$ cat src/rtl/nv_pkg.sv
package nv_pkg;

  typedef enum logic [1:0] {
    XF_IDLE  = 2'd0,
    XF_STORE = 2'd1,
    XF_CLEAR = 2'd2,
    XF_LOAD  = 2'd3
  } xfer_state_e;

  localparam int unsigned SEQ_LEN = 6;

  // Address expected at a given step of a software sequence
  function automatic logic [15:0] seq_key(input logic [2:0] step, input logic recall);
    logic [15:0] k;
    case (step)
      3'd0:    k = 16'h0E38;
      3'd1:    k = 16'h31C7;
      3'd2:    k = 16'h03E0;
      3'd3:    k = 16'h3C1F;
      3'd4:    k = 16'h303F;
      default: k = recall ? 16'h0C63 : 16'h0FC0;
    endcase
    return k;
  endfunction

  // Cycles a transfer holds busy for a given array depth
  function automatic int unsigned xfer_cycles(input int unsigned depth, input logic recall);
    return recall ? 2 * depth : depth;
  endfunction

endpackage

$ cat src/rtl/nv_seq_detect.sv
module nv_seq_detect
  import nv_pkg::*;
#(
  parameter int ADDR_W = 15
) (
  input  logic              clk,
  input  logic              rst_n,
  input  logic              enable,
  input  logic              acc_rd,
  input  logic              acc_wr,
  input  logic [ADDR_W-1:0] addr,
  output logic              fire_store,
  output logic              fire_recall
);

  localparam logic [2:0] STEP_LAST = 3'(SEQ_LEN - 1);

  logic [2:0]  step_q, step_d;
  logic [15:0] key_cur, key_first, key_st, key_rc;
  logic        hit_cur, hit_first, hit_st, hit_rc, at_last;

  assign key_cur   = seq_key(step_q, 1'b0);
  assign key_first = seq_key(3'd0, 1'b0);
  assign key_st    = seq_key(STEP_LAST, 1'b0);
  assign key_rc    = seq_key(STEP_LAST, 1'b1);

  assign hit_cur   = (addr == key_cur[ADDR_W-1:0]);
  assign hit_first = (addr == key_first[ADDR_W-1:0]);
  assign hit_st    = (addr == key_st[ADDR_W-1:0]);
  assign hit_rc    = (addr == key_rc[ADDR_W-1:0]);
  assign at_last   = (step_q == STEP_LAST);

  assign fire_store  = acc_rd && at_last && hit_st;
  assign fire_recall = acc_rd && at_last && hit_rc;

  always_comb begin
    step_d = step_q;
    if (!enable) begin
      step_d = 3'd0;
    end else if (acc_wr) begin
      step_d = 3'd0;
    end else if (acc_rd) begin
      if (!at_last && hit_cur)
        step_d = step_q + 3'd1;
      else if (at_last && (hit_st || hit_rc))
        step_d = 3'd0;
      else
        step_d = hit_first ? 3'd1 : 3'd0;
    end
  end

  always_ff @(posedge clk or negedge rst_n) begin
    if (!rst_n) step_q <= 3'd0;
    else        step_q <= step_d;
  end


  seq_write_break_chk: assert property (@(posedge clk) disable iff (!rst_n)
    (enable && acc_wr) |=> (step_q == 3'd0));


  seq_fire_rearm_chk: assert property (@(posedge clk) disable iff (!rst_n)
    (fire_store || fire_recall) |=> (step_q == 3'd0));

endmodule

$ cat src/rtl/nv_xfer_engine.sv
module nv_xfer_engine
  import nv_pkg::*;
#(
  parameter int ARR_AW = 6
) (
  input  logic              clk,
  input  logic              rst_n,
  input  logic              pwr_loss,
  input  logic              user_store,
  input  logic              recall_req,
  output xfer_state_e       state_o,
  output logic [ARR_AW-1:0] idx_o,
  output logic              busy_o
);

  localparam int unsigned     DEPTH      = 1 << ARR_AW;
  localparam logic [ARR_AW-1:0] IDX_LAST = '1;
  localparam int              RUN_W      = ARR_AW + 2;
  localparam int unsigned     ST_CYC     = xfer_cycles(DEPTH, 1'b0);
  localparam int unsigned     RC_CYC     = xfer_cycles(DEPTH, 1'b1);
  localparam logic [RUN_W-1:0] ST_LAST_RUN = RUN_W'(ST_CYC - 1);
  localparam logic [RUN_W-1:0] RC_LAST_RUN = RUN_W'(RC_CYC - 1);

  xfer_state_e       state_q, state_d;
  logic [ARR_AW-1:0] idx_q, idx_d;
  logic              idx_end;
  logic              start_w;
  logic [RUN_W-1:0]  run_q;

  assign idx_end = (idx_q == IDX_LAST);

  always_comb begin
    state_d = state_q;
    idx_d   = idx_q;
    unique case (state_q)
      XF_IDLE: begin
        if (pwr_loss || user_store) begin
          state_d = XF_STORE;
          idx_d   = '0;
        end else if (recall_req) begin
          state_d = XF_CLEAR;
          idx_d   = '0;
        end
      end
      XF_STORE: begin
        if (idx_end) begin
          state_d = XF_IDLE;
          idx_d   = '0;
        end else begin
          idx_d = idx_q + 1'b1;
        end
      end
      XF_CLEAR: begin
        if (pwr_loss) begin
          state_d = XF_STORE;
          idx_d   = '0;
        end else if (idx_end) begin
          state_d = XF_LOAD;
          idx_d   = '0;
        end else begin
          idx_d = idx_q + 1'b1;
        end
      end
      XF_LOAD: begin
        if (pwr_loss) begin
          state_d = XF_STORE;
          idx_d   = '0;
        end else if (idx_end) begin
          state_d = XF_IDLE;
          idx_d   = '0;
        end else begin
          idx_d = idx_q + 1'b1;
        end
      end
    endcase
  end

  always_ff @(posedge clk or negedge rst_n) begin
    if (!rst_n) begin
      state_q <= XF_IDLE;
      idx_q   <= '0;
    end else begin
      state_q <= state_d;
      idx_q   <= idx_d;
    end
  end

  assign state_o = state_q;
  assign idx_o   = idx_q;
  assign busy_o  = (state_q != XF_IDLE);

  // Independent cycle count of the current run, for the length checks
  assign start_w = ((state_d == XF_STORE) && (state_q != XF_STORE)) ||
                   ((state_d == XF_CLEAR) && (state_q == XF_IDLE));

  always_ff @(posedge clk or negedge rst_n) begin
    if (!rst_n)       run_q <= '0;
    else if (start_w) run_q <= '0;
    else if (busy_o)  run_q <= run_q + 1'b1;
  end


  store_len_chk: assert property (@(posedge clk) disable iff (!rst_n)
    (state_q == XF_STORE && state_d == XF_IDLE) |-> (run_q == ST_LAST_RUN));


  recall_len_chk: assert property (@(posedge clk) disable iff (!rst_n)
    (state_q == XF_LOAD && state_d == XF_IDLE) |-> (run_q == RC_LAST_RUN));


  recall_abort_chk: assert property (@(posedge clk) disable iff (!rst_n)
    (pwr_loss && (state_q == XF_CLEAR || state_q == XF_LOAD))
      |=> (state_q == XF_STORE && idx_q == '0));


  store_no_restart_chk: assert property (@(posedge clk) disable iff (!rst_n)
    (user_store && state_q == XF_STORE && !idx_end)
      |=> (idx_q == $past(idx_q) + 1'b1));

endmodule

$ cat src/rtl/nv_cell_arrays.sv
module nv_cell_arrays
  import nv_pkg::*;
#(
  parameter int ARR_AW = 6,
  parameter int DATA_W = 8
) (
  input  logic              clk,
  input  logic              rst_n,
  input  xfer_state_e       xfer_st,
  input  logic [ARR_AW-1:0] xfer_idx,
  input  logic              port_wr,
  input  logic              port_rd,
  input  logic [ARR_AW-1:0] port_idx,
  input  logic [DATA_W-1:0] port_din,
  output logic [DATA_W-1:0] rd_data
);

  localparam int DEPTH = 1 << ARR_AW;

  logic [DATA_W-1:0] work_mem   [DEPTH];
  logic [DATA_W-1:0] shadow_mem [DEPTH];
  logic [DATA_W-1:0] rd_q;

  // One word moves per cycle; the port writes only while idle
  always_ff @(posedge clk) begin
    unique case (xfer_st)
      XF_STORE: shadow_mem[xfer_idx] <= work_mem[xfer_idx];
      XF_CLEAR: work_mem[xfer_idx]   <= '0;
      XF_LOAD:  work_mem[xfer_idx]   <= shadow_mem[xfer_idx];
      XF_IDLE:  if (port_wr) work_mem[port_idx] <= port_din;
    endcase
  end

  always_ff @(posedge clk or negedge rst_n) begin
    if (!rst_n)       rd_q <= '0;
    else if (port_rd) rd_q <= work_mem[port_idx];
  end

  assign rd_data = rd_q;


  rd_hold_busy_chk: assert property (@(posedge clk) disable iff (!rst_n)
    (xfer_st != XF_IDLE) |=> $stable(rd_q));

endmodule

$ cat src/rtl/nvshadow_sram.sv
module nvshadow_sram
  import nv_pkg::*;
#(
  parameter int ADDR_W = 15,
  parameter int DATA_W = 8,
  parameter int ARR_AW = 6
) (
  input  logic              clk,
  input  logic              rst_n,
  input  logic [ADDR_W-1:0] addr,
  input  logic [DATA_W-1:0] din,
  output logic [DATA_W-1:0] dout,
  input  logic              ce_n,
  input  logic              we_n,
  input  logic              oe_n,
  input  logic              hw_store_n,
  input  logic              pwr_good,
  output logic              busy
);

  logic              pg_q, hs_q;
  logic              pg_fell_w, pg_rose_w, hw_fell_w;
  logic              acc_rd_w, acc_wr_w;
  logic              sw_store_w, sw_recall_w;
  logic              user_store_w, recall_req_w;
  xfer_state_e       xfer_st;
  logic [ARR_AW-1:0] xfer_idx;
  logic [DATA_W-1:0] rd_data;

  always_ff @(posedge clk or negedge rst_n) begin
    if (!rst_n) begin
      pg_q <= 1'b0;
      hs_q <= 1'b1;
    end else begin
      pg_q <= pwr_good;
      hs_q <= hw_store_n;
    end
  end

  assign pg_fell_w = pg_q & ~pwr_good;
  assign pg_rose_w = ~pg_q & pwr_good;
  assign hw_fell_w = hs_q & ~hw_store_n;

  assign acc_rd_w = ~ce_n & ~busy & we_n;
  assign acc_wr_w = ~ce_n & ~busy & ~we_n;

  nv_seq_detect #(.ADDR_W(ADDR_W)) u_seq (
    .clk        (clk),
    .rst_n      (rst_n),
    .enable     (~busy),
    .acc_rd     (acc_rd_w),
    .acc_wr     (acc_wr_w),
    .addr       (addr),
    .fire_store (sw_store_w),
    .fire_recall(sw_recall_w)
  );

  assign user_store_w = hw_fell_w | sw_store_w;
  assign recall_req_w = pg_rose_w | sw_recall_w;

  nv_xfer_engine #(.ARR_AW(ARR_AW)) u_eng (
    .clk       (clk),
    .rst_n     (rst_n),
    .pwr_loss  (pg_fell_w),
    .user_store(user_store_w),
    .recall_req(recall_req_w),
    .state_o   (xfer_st),
    .idx_o     (xfer_idx),
    .busy_o    (busy)
  );

  nv_cell_arrays #(.ARR_AW(ARR_AW), .DATA_W(DATA_W)) u_arr (
    .clk     (clk),
    .rst_n   (rst_n),
    .xfer_st (xfer_st),
    .xfer_idx(xfer_idx),
    .port_wr (acc_wr_w),
    .port_rd (acc_rd_w),
    .port_idx(addr[ARR_AW-1:0]),
    .port_din(din),
    .rd_data (rd_data)
  );

  assign dout = (!oe_n && !busy) ? rd_data : '0;


  pwr_loss_store_chk: assert property (@(posedge clk) disable iff (!rst_n)
    (pg_fell_w && xfer_st != XF_STORE) |=> (xfer_st == XF_STORE));


  hw_pin_store_chk: assert property (@(posedge clk) disable iff (!rst_n)
    (hw_fell_w && xfer_st == XF_IDLE) |=> (xfer_st == XF_STORE));


  race_store_wins_chk: assert property (@(posedge clk) disable iff (!rst_n)
    (pg_fell_w && sw_recall_w) |=> (xfer_st == XF_STORE));


  sw_recall_start_chk: assert property (@(posedge clk) disable iff (!rst_n)
    (sw_recall_w && !pg_fell_w) |=> (xfer_st == XF_CLEAR));

endmodule

$ cat config.mk
export PLATFORM = sky130hd
export DESIGN_NAME = nvshadow_sram
export DESIGN_NICKNAME = d
export VERILOG_FILES = /design/src/rtl/nv_pkg.sv /design/src/rtl/nv_seq_detect.sv /design/src/rtl/nv_xfer_engine.sv /design/src/rtl/nv_cell_arrays.sv /design/src/rtl/nvshadow_sram.sv
export SDC_FILE = /design/constraint.sdc
export NUM_CORES = 1
export LEC_CHECK = 0
export BUFFER_PORTS_ARGS = -buffer_cell sky130_fd_sc_hd__clkbuf_2
export CAP_MARGIN = 20
export CORE_MARGIN = 2
export CORE_UTILIZATION = 63
export CTS_CLUSTER_SIZE = 14
export DETAILED_ROUTE_END_ITERATION = 8
export MAX_ROUTING_LAYER = met4
export PLACE_DENSITY_LB_ADDON = 0.2
export SYNTH_ARGS = -nofsm -noshare
export SYNTH_HDL_FRONTEND = slang
export SYNTH_HIERARCHICAL = 1
export SYNTH_SLANG_ARGS = --single-unit
$ cat constraint.sdc
create_clock -name clk -period 6.05 [get_ports clk]
set_input_delay 0.605 -clock clk [delete_from_list [all_inputs] [get_ports clk]]
set_output_delay 0.605 -clock clk [all_outputs]
set_load 0.01 [all_outputs]
## Yosys cells after proc, flatten, opt, wreduce, memory -nomap -nowiden

Memories as Yosys holds them, arrays and structs flattened. A register that Yosys moved wholly into a read port is not among the register bits.
Cells that the tools add are included.

- Add/sub/neg operators: 2
- Multiply operators: 0
- Divide/modulo/power cells: 0
- Magnitude comparators: 0
- Equality and inequality tests: 15
- Shift-type cells: 0
- Muxes and demuxes: 33
- Bitwise operators: 15
- Reduce and logical (&&, ||, !) cells: 19

Operators by type and width:

| cell | number |
|---|---|
| 14-bit one-hot mux with 5 select lines | 1 |
| 15-bit by 12-bit == test with 1-bit output, second input constant | 3 |
| 6-bit two-way mux | 5 |
| 8-bit two-way mux | 3 |
| 6-bit one-hot mux with 3 select lines | 1 |
| 15-bit by 14-bit == test with 1-bit output | 1 |
| 3-bit two-way mux | 5 |
| 2-bit two-way mux | 6 |
| 1-bit two-way mux | 11 |
| 2-bit one-hot mux with 4 select lines | 1 |
| 8-bit OR reduction | 1 |
| 6-bit by 1-bit adder with 6-bit output, second input constant | 1 |
| 1-bit AND | 6 |
| 3-bit by 2-bit == test with 1-bit output, second input constant | 2 |
| 3-bit == test, second input constant | 2 |
| 6-bit == test, second input constant | 1 |
| 1-bit logical AND | 6 |
| 3-bit inequality test, second input constant | 2 |
| 1-bit NOT | 6 |
| 2-bit == test, second input constant | 2 |
| 1-bit logical NOT | 4 |
| 3-bit by 1-bit adder with 3-bit output, second input constant | 1 |
| 3-bit by 1-bit == test with 1-bit output, second input constant | 1 |
| 3-bit logical NOT | 1 |
| 8 further kinds | 11 |

- Register bits: 13
- Latch bits: 0
- Memory bits (writable): 1024
- Memory bits (read-only): 0
- Bits of input ports: 30
- Output and inout port bits: 9
- Logic and storage cells: 91
- Memories: 2

Memories:

| memory | depth | width | read ports | clocked after Yosys merged registers in | write ports | RTL line | source |
|---|---|---|---|---|---|---|---|
| u_arr.shadow_mem | 64 | 8 | 1 | 0 | 1 | nv_cell_arrays.sv:21 | `logic [DATA_W-1:0] shadow_mem [DEPTH];` |
| u_arr.work_mem | 64 | 8 | 2 | 1 | 1 | nv_cell_arrays.sv:20 | `logic [DATA_W-1:0] work_mem [DEPTH];` |

## Logic depth before layout (Yosys ltp)

Gate-level depths: netlist of run 1.

- Depth in word-level cells: 10
- Mapped depth: 11
- Gate-level depth less buffers: 10

## Hierarchy

The synthesis of run 1 kept the hierarchy.

By module, submodules not included:

| module | instances | cells an instance | area each (µm²) | sequential area each (µm²) |
|---|---|---|---|---|
| nv_cell_arrays | 1 | 2577 | 44669.1 | 30949.7 |
| nv_seq_detect | 1 | 67 | 533.0 | 75.1 |
| nv_xfer_engine | 1 | 55 | 498.0 | 200.2 |
| nvshadow_sram | 1 | 19 | 157.7 | 51.3 |

## Least setup slack after synthesis of run 1

OpenSTA, ideal clock, no wires.

- Path type: register -> register
- From: reg u_eng.state_q[0] (netlist: u_eng/state_o[0])
- To: mem u_arr.work_mem[0][1] (data pin)
- Library setup time: 0.581 ns
- Data arrival time: 4.104 ns
- Data required time: 5.469 ns
- Setup slack: 1.365 ns
- Stages on the path, launching flop included: 9
- Buffers on the path: 2
- Period minus slack after synthesis: 4.685 ns
- Path through: dfrtp_1 or2_2 nor3_1 nor3b_1 buf_2 buf_1 nand2_1 and3_1 a32oi_1

- Word-level cells in the longest chain between the ends: 9
- Elaborated cells between the ends (all ways): 14
- Those cells by class: eq/ne: 1; mux: 7; bitwise: 3; reduce/logical: 3

RTL lines:

| what | RTL line | source |
|---|---|---|
| start: declaration | nv_xfer_engine.sv:24 | `xfer_state_e state_q, state_d;` |
| start signal: assignment | nv_xfer_engine.sv:83 | `state_q <= state_d;` |
| 2-bit nonzero test | nv_xfer_engine.sv:90 | `assign busy_o = (state_q != XF_IDLE);` |
| named net busy | nvshadow_sram.sv:18 | `output logic busy` |
| 1-bit NOT | - |  |
| 1-bit AND (2 in series) | nvshadow_sram.sv:45 | `assign acc_wr_w = ~ce_n & ~busy & ~we_n;` |
| named net acc_wr_w | nvshadow_sram.sv:23 | `logic acc_rd_w, acc_wr_w;` |
| 1-bit two-way mux | nv_cell_arrays.sv:30 | `XF_IDLE: if (port_wr) work_mem[port_idx] <= port_din;` |
| 1-bit two-way mux | nv_cell_arrays.sv:26 | `unique case (xfer_st)` |
| 1-bit two-way mux (implied by the code) | nv_cell_arrays.sv:30 |  |
| 8-bit OR reduction (no line) | - |  |
| 8-bit two-way mux (no line) | - |  |
| end: declaration | nv_cell_arrays.sv:20 |  |

The timed path passes the listed nets, and every way through them passes these cells.

## Final worst setup path of run 1

- From: reg u_eng.idx_q[0] (netlist: u_eng/idx_o[0])
- To: mem u_arr.shadow_mem[57][7], enable pin

RTL lines:

| what | RTL line | source |
|---|---|---|
| start: declaration | nv_xfer_engine.sv:25 | `logic [ARR_AW-1:0] idx_q, idx_d;` |
| start signal: assignment | nv_xfer_engine.sv:84 | `idx_q <= idx_d;` |
| end: declaration | nv_cell_arrays.sv:21 |  |

Straight into the memory's write port.

==> run summary, run 1 <==
# rows - 98
Final TNS setup - 0 ps
Worst EP required - 6340 ps
RSZ-0062 raised after global routing - false
clock share of power - 25.3%
layout cells sized above 1 - 22.21%
syn nets - 2754
io pins - 39
most frequent cells in the layout - edfxtp_1, nor2_1, mux4_2
CP Capture Type - register
Vias - 29110
number of synthesized flops with an enable pin - 1024
largest net degree at the start of global routing - 65
remaining global-route overflow - 0
Syn Inst Count - 2718
DRT antenna net count - 0
TritonCTS buffer count - 103
Pwr Density - 488.1 mW/mm^2
core area - 0.07173 mm^2
switching part of the total power - 36.00%
initial antenna violation count - 1
Hold WS - 35.93 ps
yosys warns - 6
Leak Pwr - 16.17 nW
DR iter-0 viols - 5099
area delta synth->final - 9.893%
H-tree levels - 3
per-cell routed wire length - 36.92 um
root buf cell - clkbuf_16
TritonRoute pass-1 iters - 7
Die H - 273.8 um
crit path max fanout - 43
internal power - 0.01574 W
vias per cell - 7.687
Worst Clk Skew - 28.32 ps
predominant post-synthesis flop cell - edfxtp_1
Hold Crit Class - input port to register
vias in the first global route - 28260
commonest non-fill, non-tap cell in the layout - edfxtp_1
Nets - 2792
Yosys cell types - 87
Detailed Route WL - 139800 um
worst vdd ir - 0.0005366 V
sw power - 0.008854 W
Max-Cap Viols - 0
asr flop ratio synth - 2.010%
total power draw - 0.02460 W
period utilization - 77.72%
clk sink count - 1045
filler instances - 4462
Worst slew margin - 14.72%
Seq pwr share - 41.5%
CP Data Arrival Time - 4990 ps
Synth Cell Area - 0.04586 mm^2
Final Max Slew Viols - 0
Die X - 273.8 um
register area share after synthesis - 68.20%
DIE AREA - 0.07496 mm^2
HPWL after DPL - 87320 um
clk slew on worst S/H paths - 60 ps
maximum clock frequency - 0.2127 GHz
Yosys reg bits - 1045
outcome - finished, final reports clean
Starting Density - 63.93%
Final Setup Violations - 0
Tot GR Track Use - 38.82%
Tmin final - 4702 ps
Max Root-Sink Buffers - 3
worst slew pin tran - 1274 ps
RePlAce Congestion - 1.001
Residual DRC - 0
mean post-synth cell area - 16.87 um^2
CTS tree - yes
critical path class - register to register
clk_lat worst skew - 680 ps
Port Buf Inserts - 38
Setup crit start kind - register
Final Hold Fails - 0
combinational share of power - 33.2%
global-route wire length before repair - 199900 um
[synthesized netlist by cell type, types with 59 or more instances]
library cell,instances,area share [%]
a22oi_1,59,0.97
edfxtp_1,1024,67
buf_2,73,0.80
mux4_2,221,11
o21ai_0,74,0.81
clkbuf_1,65,0.53
mux2i_1,141,3.1
a221oi_1,111,2.1
nor2_1,224,1.8
nand2_1,103,0.84
mux2_2,87,2.1
a21oi_1,64,0.70
[power by group through the flow]
| stage | Clock, W | Sequential (W) | Combinational, W |
|---|---|---|---|
| after detailed placement | 0 | 0.0104 | 0.00759 |
| after global placement | 0 | 0.0103 | 0.00740 |
| after global routing | 0.00653 | 0.0102 | 0.00834 |
| after CTS | 0.00625 | 0.0102 | 0.00766 |
| after floorplan | 0 | 0.0102 | 0.00477 |
| final | 0.00623 | 0.0102 | 0.00816 |
[worst paths after layout]
path                                             startpoint                                 to  slack, ps  cells after the start
worst max-delay path             u_eng/idx_o[0]$_DFFE_PN0P_  u_arr/shadow_mem[57][7]$_DFFE_PP_       1350                      4
worst min-delay path                             hw_store_n                     hs_q$_DFF_PN1_         40                      1
worst max register to register   u_eng/idx_o[0]$_DFFE_PN0P_  u_arr/shadow_mem[57][7]$_DFFE_PP_       1350                      4
worst min register to register  u_seq/step_q[1]$_DFFE_PN0P_        u_seq/step_q[1]$_DFFE_PN0P_        620                      1
max in group asynchronous                             rst_n         u_eng/idx_o[1]$_DFFE_PN0P_       5000                      2
min in group asynchronous                             rst_n       u_arr/rd_data[2]$_DFFE_PN0P_        520                      2
[sequential cells by signal, summed over array words and instances, names as in the netlist]
name / cells
pg_q: 1
u_seq/step_q: 3
u_arr/work_mem: 512
hs_q: 1
u_eng/idx_o: 6
u_arr/rd_data: 8
u_eng/state_o: 2
u_arr/shadow_mem: 512
[metrics by stage]
stage	cells	instance area [um^2]	util, %	setup WS [ps]
after floorplan	2718	45860	-	1365
after global placement	3592	47020	65.54	1300
after detailed placement	3592	47020	65.55	1265
after CTS	3778	50250	70.05	1261
after global routing	3787	50390	70.25	1357
final	3787	50390	70.25	1348
[critical path, cell delays in order, from the launching register on]
cell     delay [ps]
dfrtp_4         930
inv_2           610
nor3_1         1080
nand2_1         680
nor2_1         1000
[what timing repair did]
action                                 4_1_cts  5_1_grt
buffers inserted                             0        0
gates resized for setup                      0        0
endpoints found under the hold margin       20        0
hold buffers                                 1        0
[per-layer routing]
| metal | GRT usage, % | routed length (um) |
|---|---|---|
| met1 | 49.57 | 46370 |
| met2 | 57.66 | 64180 |
| met3 | 9.798 | 19480 |
| met4 | 21.31 | 9777 |
| met5 | - | 0 |
[cell families (layout without fill, tap and decap cells)]
family | Yosys count | count (layout) | synth area share, %
flops | 1045 | 1045 | 68.20
compound gates | 503 | 503 | 7.986
simple gates | 497 | 497 | 5.031
mux | 451 | 451 | 16.13
buf+inv | 211 | 329 | 2.396
fa+ha+maj | 6 | 6 | 0.1637
xor+xnor | 5 | 5 | 0.09549
other cells | 0 | 1 | 0
[final cells by class]
type	instances	area, um^2	area share, %
Sequential cell	1045	31290	62.09
Multi-Input combinational cell	1462	13650	27.08
Clock buffer	129	2695	5.348
Tap cell	950	1189	2.359
Timing Repair Buffer	125	978.4	1.942
Clock inverter	56	525.5	1.043
Inverter	19	71.32	0.1415
Antenna cell	1	2.502	0.004966
Power figures use the tool's default switching activity.
==> run 2, diff against run 1 <==
==> constraint.sdc (replaced) <==
create_clock -name clk -period 4.77 [get_ports clk]
set_input_delay 0.477 -clock clk [delete_from_list [all_inputs] [get_ports clk]]
set_output_delay 0.477 -clock clk [all_outputs]
set_load 0.01 [all_outputs]
==> run 2 against run 1 <==
Against the previous run: core utilization grew 1.5 points; clock skew shrank 5.8 ps; sequential cell count is the same; sequential power grew 26%; via count grew 1.5%; sequential share of layout area shrank 1.3 points; register-to-register slack lost 850 ps; routed wire length grew 2.4%; final cell count grew 3.4%; largest power group unchanged.
==> run summary, run 2 (synthesis gave the netlist of run 1 again) <==
per-cell routed wire length - 36.55 um (-1.0%)
global-route wire length before repair - 205000 um (+2.5%)
CP Data Arrival Time - 4550 ps (-440 ps)
# rows - 98 (unchanged)
vias in the first global route - 28660 (+1.4%)
TritonCTS buffer count - 102 (-0.97%)
Layout Utilization - 71.74% (+1.5 points)
hold buffer count at CTS - 3 (+2)
HPWL after DPL - 91060 um (+4.3%)
critical path class - register to register
vias per cell - 7.544 (-1.9%)
commonest non-fill, non-tap cell in the layout - edfxtp_1
clk slew on worst S/H paths - 60 ps (about the same)
crit path max fanout - 18 (-58%)
CP Capture Type - register
filler instances - 4470 (+0.18%)
period utilization - 89.60% (+12 points)
Tmin final - 4274 ps (-428.5 ps)
FF+latch area - 0.03129 mm^2 (unchanged)
Hold Crit Class - input port to register
initial antenna violation count - 5 (+4)
io pins - 39 (unchanged)
Worst Clk Skew - 22.53 ps (-5.782 ps)
most frequent cells in the layout - edfxtp_1, nor2_1, mux4_2
worst flop-to-flop path startpoint - u_eng/state_o[0]$_DFFE_PN0P_
RePlAce Congestion - 1.008 (+0.75%)
Leak Pwr - 16.87 nW (+4.3%)
DRT antenna net count - 0 (unchanged)
Die X - 273.8 um (unchanged)
Final Max Slew Viols - 0 (unchanged)
worst vdd ir - 0.0006227 V (+16%)
Final Hold Fails - 0 (unchanged)
CTS tree - yes
Detailed Route WL - 143200 um (+2.4%)
H-tree levels - 3 (unchanged)
Port Buf Inserts - 38 (unchanged)
layout cells sized above 1 - 25.48% (+3.3 points)
Tot GR Track Use - 39.92% (+1.1 points)
DR iter-0 viols - 5324 (+4.4%)
Residual DRC - 0 (unchanged)
reg2reg end - u_arr/work_mem[39][7]$_DFFE_PP_
DIE AREA - 0.07496 mm^2 (unchanged)
clk sink count - 1045 (unchanged)
Hold WS - 284.3 ps (+248.4 ps)
Max-Cap Viols - 0 (unchanged)
Final Setup Violations - 0 (unchanged)
Nets - 2918 (+4.5%)
Worst slew margin - 17.21% (+2.5 points)
maximum clock frequency - 0.2340 GHz (+10%)
Worst EP required - 5050 ps (-1290 ps)
post-cts sizing count - 0 (unchanged)
top layer reached by signal wires - met4
area delta synth->final - 12.22%
RSZ-0062 raised after global routing - false
Worst Reg2Reg Path Length in Cells - 8 (+4)
Starting Density - 63.93% (unchanged)
clk_lat worst skew - 680 ps (about the same)
met3 routed WL - 19390 um (-0.49%)
area of the multi-input gates - 0.01364 mm^2 (about the same)
Setup crit start kind - register
TritonRoute pass-1 iters - 8 (+1)
remaining global-route overflow - 0 (unchanged)
CP Launch Point - u_eng/state_o[0]$_DFFE_PN0P_
Max Root-Sink Buffers - 3 (unchanged)
Met1 Wirelength - 48480 um (+4.5%)
Vias - 29550 (+1.5%)
met2 WL - 65190 um (+1.6%)
capture point of the worst path - u_arr/work_mem[39][7]$_DFFE_PP_
largest net degree at the start of global routing - 81 (+25%)
core area - 0.07173 mm^2 (unchanged)
FF-to-FF setup slack - 500 ps (-850 ps)
root buf cell - clkbuf_16
Pwr Density - 611.1 mW/mm^2 (+25%)
Final TNS setup - 0 ps (unchanged)
number of post-CTS setup repair buffers - 0 (unchanged)
Die H - 273.8 um (unchanged)
worst slew pin tran - 1239 ps (-35.65 ps)
outcome - finished, final reports clean
==> run 2: cell types whose count changed in the layout (fill, tap and decap cells not counted), sizes merged <==
cell | previous run | this run
clkinvlp | 1 | 2
dlygate4sd3 | 1 | 3
clkinv | 41 | 43
inv | 25 | 23
diode | 1 | 4
buf | 88 | 213
clkbuf | 165 | 164
==> run 2: worst min-delay path by stage <==
stage                                   endpoint  cells past startpoint      from  slack, ps
finish               u_seq/step_q[0]$_DFFE_PN0P_                      4  addr[14]        280
global route         u_seq/step_q[0]$_DFFE_PN0P_                      4  addr[14]        300
CTS                  u_seq/step_q[0]$_DFFE_PN0P_                      4  addr[14]        260
detailed placement  u_arr/rd_data[4]$_DFFE_PN0P_                      1     rst_n        570
global placement    u_arr/rd_data[0]$_DFFE_PN0P_                      1     rst_n        560
floorplan                         pg_q$_DFF_PN0_                      0     rst_n        180
==> run 2: metrics by stage <==
step	cells	total power [W]	worst slack (ps)	cell area, um^2
3_3_place_gp	3724	0.02296	726.0	48140
6_report	3917	0.03145	496.2	51460
2_1_floorplan	2718	0.01897	84.98	45860
4_1_cts	3912	0.03112	684.6	51420
5_1_grt	3917	0.03216	435.8	51460
3_5_place_dp	3724	0.02329	684.1	48140
==> run 2: layout make-up <==
type / count / share of cell area, %
Antenna cell: 4 / 0.01945
Timing Repair Buffer: 252 / 3.912
Clock inverter: 57 / 1.033
Inverter: 19 / 0.1386
Multi-Input combinational cell: 1462 / 26.50
Clock buffer: 128 / 5.291
Tap cell: 950 / 2.310
Sequential cell: 1045 / 60.80
==> run 2: critical path, cell delays in order (launching register included) <==
cell     delay, ps
dfrtp_1        520
or2_2          410
nor3_1         430
nor3b_2        330
buf_4          340
mux2i_1        400
nor2b_1        230
nand2_1        240
nor2_1         970
==> run 2: report_power, final <==
part	total (W)	switching (W)	internal, W
Sequential	0.0129	0.000348	0.0125
Clock	0.00792	0.00344	0.00448
Combinational	0.0107	0.00753	0.00313
==> run 2: per-layer routing <==
layer | vias up | GRT usage [%]
met1 | 14780 | 51.62
met5 | - | -
met4 | 0 | 21.71
met3 | 540 | 9.614
li1 | 11520 | -
met2 | 2718 | 59.04
